File: src/rtl/blank_period_sel.sv
module blank_period_sel #(
  parameter int CLK_KHZ      = 50000,
  parameter int FMAX_KHZ     = 125,
  parameter int FMIN_KHZ     = 24,
  parameter int FCAP_KHZ     = 100,
  parameter int FB_W         = 10,
  parameter int HL_TOP       = 480,
  parameter int HL_BOT       = 400,
  parameter int LL_TOP       = 400,
  parameter int LL_BOT       = 320,
  parameter int DEBOUNCE_CYC = 850000,
  parameter int PER_W        = 12
) (
  input  logic             clk,
  input  logic             rst_n,
  input  logic [FB_W-1:0]  fb_code,
  input  logic             sample_en,
  input  logic             line_above,
  input  logic             line_below,
  input  logic             cycle_start,
  output logic [PER_W-1:0] period,
  output logic             high_line
);
  localparam int P_FAST = CLK_KHZ / FMAX_KHZ;
  localparam int P_SLOW = CLK_KHZ / FMIN_KHZ;
  localparam int P_CAP  = CLK_KHZ / FCAP_KHZ;
  localparam int SWING  = P_SLOW - P_FAST;
  localparam int DEB_W  = $clog2(DEBOUNCE_CYC + 1);

  logic             pend_q;
  logic [DEB_W-1:0] deb_q;
  int               fb_i, curve_ll, curve_hl, curve_hl_cap;

  function automatic int interp(input int fb, input int top, input int bot);
    if (fb >= top)      return P_FAST;
    else if (fb <= bot) return P_SLOW;
    else                return P_SLOW - (SWING * (fb - bot)) / (top - bot);
  endfunction

  always_ff @(posedge clk or negedge rst_n) begin
    if (!rst_n) begin
      high_line <= 1'b0;
      pend_q    <= 1'b0;
      deb_q     <= '0;
    end else if (!high_line) begin
      pend_q <= 1'b0;
      deb_q  <= '0;
      if (sample_en && line_above) high_line <= 1'b1;
    end else if (sample_en && !line_below) begin
      pend_q <= 1'b0;
      deb_q  <= '0;
    end else if (pend_q) begin
      if (deb_q == DEB_W'(DEBOUNCE_CYC - 1)) begin
        high_line <= 1'b0;
        pend_q    <= 1'b0;
        deb_q     <= '0;
      end else begin
        deb_q <= deb_q + 1'b1;
      end
    end else if (sample_en) begin
      pend_q <= 1'b1;
      deb_q  <= '0;
    end
  end

  assign fb_i         = int'(fb_code);
  assign curve_ll     = interp(fb_i, LL_TOP, LL_BOT);
  assign curve_hl     = interp(fb_i, HL_TOP, HL_BOT);
  assign curve_hl_cap = (curve_hl < P_CAP) ? P_CAP : curve_hl;

  always_ff @(posedge clk or negedge rst_n) begin
    if (!rst_n)           period <= PER_W'(P_SLOW);
    else if (cycle_start) period <= PER_W'(high_line ? curve_hl_cap : curve_ll);
  end
endmodule


File: config.mk
export PLATFORM = sky130hd
export DESIGN_NAME = blank_period_sel
export DESIGN_NICKNAME = d
export VERILOG_FILES = /design/src/rtl/blank_period_sel.sv
export SDC_FILE = /design/constraint.sdc
export NUM_CORES = 1
export LEC_CHECK = 0
export BUFFER_PORTS_ARGS = -buffer_cell sky130_fd_sc_hd__buf_2
export CORE_MARGIN = 2
export CORE_UTILIZATION = 45
export CTS_BUF_LIST = sky130_fd_sc_hd__clkbuf_4 sky130_fd_sc_hd__clkbuf_8 sky130_fd_sc_hd__clkbuf_16
export CTS_CLUSTER_SIZE = 20
export DETAILED_ROUTE_END_ITERATION = 8
export PLACE_DENSITY = 0.6
export SYNTH_ARGS = -nofsm -noshare
export SYNTH_HDL_FRONTEND = slang
export SYNTH_SLANG_ARGS = --single-unit
File: constraint.sdc
create_clock -name clk -period 3.86 [get_ports clk]
set_clock_uncertainty 0.1 [all_clocks]
set_input_delay 0 -clock clk [delete_from_list [all_inputs] [get_ports clk]]
set_output_delay 0 -clock clk [all_outputs]
set_load 0.02 [all_outputs]
==> results.md <==
- Total negative setup slack: -92070 ps
- Met1 layer usage reported by global route: 38.6%
- Startpoint class of the critical path: input port
- Synth top area share: 13.5%
- First-pass GRT wire length: 82200 um
- Share of the clock period used by the worst path after layout: 301%
- Pin count of the biggest net entering global routing: 35
- Final estimated routing congestion in global placement: 0.945
- Reg2reg start: deb_q[13]
- H-Tree Depth: 2
- Growth of design area from synthesis to finish: 55.5%
- Sequential cell area: 856 um^2
- Aggregate global-route resource usage: 28.9%
- Worst slew margin: 41.3%
- Largest stage delay on the critical path: 560 ps
- Worst slack at placement: -8470 ps
- Synthesized area per cell: 7.49 um^2
- Async set-or-reset flop fraction in the synthesized netlist: 100%
- Number of CTS-inserted buffers: 5
- Number of synthesized flops with an enable pin: 0
- Actual slew at the worst max-slew pin: 877 ps
- Worst setup path category: input port to flip-flop
- Row count: 65
- Share of post-route cells with drive strength above 1: 42.9%
- Overflow left after global routing: 0
- Count of cells along the worst hold path: 3
- Area used by multi-input combinational logic: 14100 um^2
- Start point of the worst hold path: sample_en
- Outcome: complete, but fails checks
- Clk sink count: 34
- Critical Path AT: 11670 ps
- Most Frequent Cell on Critical Path: buf_4
- Cell taking the most area after synthesis: ha_1
- Total wirelength of the detailed-routed design: 49700 um
- Filler cell count in the final layout: 2546
- Violations in the final reports: negative setup slack
- Reg2reg path depth: 7
- Combinational family with the most area after synthesis: compound AO/OA/AOI/OAI gates
- Total die area: 33300 um^2
- Adder and majority gate portion of the synthesized area: 21.3%
- Basic-gate share of the synthesized area counting and, or, nand and nor cells: 24.3%
- I/O pins: 29
- Final design area excluding fillers: 22300 um^2
- Synth warnings: 0
- Layout net count: 2868
- Die Span Y: 182 um
- Worst hold slack after final layout: 8.71 ps
- RR Endpoint: deb_q[5]
- Most common cell after layout, fill and taps aside: buf_4
- Worst Setup Slack, final: -7750 ps
- Placed inst area: 20000 um^2
- DR vias/cell: 5.79
- CTS clock-pin slew for the worst setup and hold paths: 50 ps
- Most Crowded Layer GR: met2
- Maximum fanout along the worst path: 9
- Leading cell types by total area after synthesis: ha_1 13%, fa_1 7.6%, xnor2_1 5.5%, dfrtp_1 5.2%, inv_1 4.0%
- Crit. End Element: flip-flop
- DPL Wire Length: 38900 um
- Final Setup Violations: 12
- Buffer depth of the longest clock path: 2
- Area inside the core boundary: 31500 um^2
- Final slew viol count: 0
- Hold Violations, Final: 0
- Max-capacitance violation count: 0
- Antenna violations before repair: 0
- Combined area of all synthesized cells: 14300 um^2
- Average routed wire per standard cell: 16.3 um
- Min-Delay Endpoint: pend_q
- Die Width: 182 um
- Gate count of the mapped netlist: 1912
- Number of input and output port buffers inserted: 28
- Crit path required time: 3920 ps
- Max Freq: 86.2 MHz
- Total iterations of the first detailed-routing run: 7
- Fin crit period: 11610 ps
- Slowest stage cell, crit path: fa_1
- Met2 Track Usage GR: 51.7%
- Register area share after synthesis: 5.98%
- Clock tree from TritonCTS: built
- First-iteration detailed-routing DRC count: 1115
- N_diodes: 0
- Source-to-sink clock delay at the later pin of the worst-skew pair: 280 ps
- Compound-cell area share of the yosys netlist: 31.3%
- Synthesized-area fraction occupied by xor and xnor cells: 8.91%
- Effective utilization at floorplan: 45.5%
- Vias after detailed routing: 17600
- Most frequent cells in the layout: 757 x buf_4, 144 x inv_1, 139 x nor2_1, 138 x nand2_1, 130 x ha_1
- Dominant synthesized flop cell: dfrtp_1
- Syn Nets: 2136
- Antenna Nets Post-Route: 0
- Met3 usage: 1.72%
- Path class of the lowest-slack min-delay path: input port to flip-flop
- Multiplexer share of the synthesized area: 1.50%
- Number of synthesized register bits: 34
- Library cells used by synthesis: 118
- Unrepaired setup endpoints after global routing: yes
- DRC violations left: 0
- Clock root cell: clkbuf_16
- Worst setup slack for register-to-register paths: 1580 ps
- Via count of the first global-routing pass: 17400
## Yosys cell counts, types with 30 or more instances
library cell and n:
nand2_1 146, inv_1 153, a21oi_1 100, nor3_1 66, a21o_1 33, xor2_1 52, nand4_1 39, dfrtp_1 30
ha_1 154, xnor2_1 90, o21ai_0 99, nor2_1 151, nand3_1 61, fa_1 54, a31oi_1 41, clkbuf_1 45
## final cells by class
| type | count | share of cell area (%) |
|---|---|---|
| multi-input combinational | 1647 | 63.4 |
| timing repair buffer | 803 | 27.2 |
| sequential | 34 | 3.84 |
| inverter | 153 | 2.64 |
| tap | 402 | 2.26 |
| clock buffer | 7 | 0.658 |
| clock inverter | 1 | 0.0225 |
## what timing repair did
item | in CTS | in global routing
gates cloned | 0 | 0
hold buffers | 3 | 0
endpoints found under the setup margin | 12 | 12
setup buffers | 58 | 20
gates resized for setup | 179 | 112
pin swaps | 121 | 74
hold endpoints to repair | 31 | 0
## per-stage QoR
stage,std cells,utilization (%)
6_report,3047,70.7
5_1_grt,3047,70.7
4_1_cts,3027,68.6
3_5_place_dp,2960,63.7
3_3_place_gp,2960,63.7
2_1_floorplan,1912,-
## cell families after synthesis
family                     Yosys count
muxes                               21
adders and majority gates          212
xor gates and xnor gates           144
buffers and inverters              231
and+or+nand+nor                    668
AOI/OAI and AO/OA                  602
DFF                                 34
## state kept, by name (all words and copies together), names as in the netlist
register and count:
high_line 1, pend_q 1, deb_q 20, period 12
## per-layer routing
| metal | share of wire, % | vias up |
|---|---|---|
| met4 | 1.6 | 0 |
| met5 | 0 | - |
| met1 | 45 | 8464 |
| met3 | 4.3 | 72 |
| li1 | - | 8619 |
| met2 | 49 | 481 |
## critical path: cells and delay by family
kind / cells / cell delay (ps)
AOI/OAI and AO/OA: 20 / 4920
xor gates and xnor gates: 3 / 390
adders and majority gates: 9 / 2910
buffers and inverters: 11 / 1530
muxes: 1 / 170
and+or+nand+nor: 12 / 1720
## worst max path at each step
stage / to / slack, ps / start
floorplan: period[3] / -7940 / fb_code[6]
detailed placement: period[3] / -8470 / fb_code[6]
CTS: period[3] / -7610 / fb_code[5]
global route: period[5] / -8180 / fb_code[5]
finish: period[3] / -7750 / fb_code[5]
global placement: period[3] / -8100 / fb_code[6]
Power is left out: the tool's default activity adds up to more than one toggle a clock period on the data nets, which glitch-free logic cannot reach.
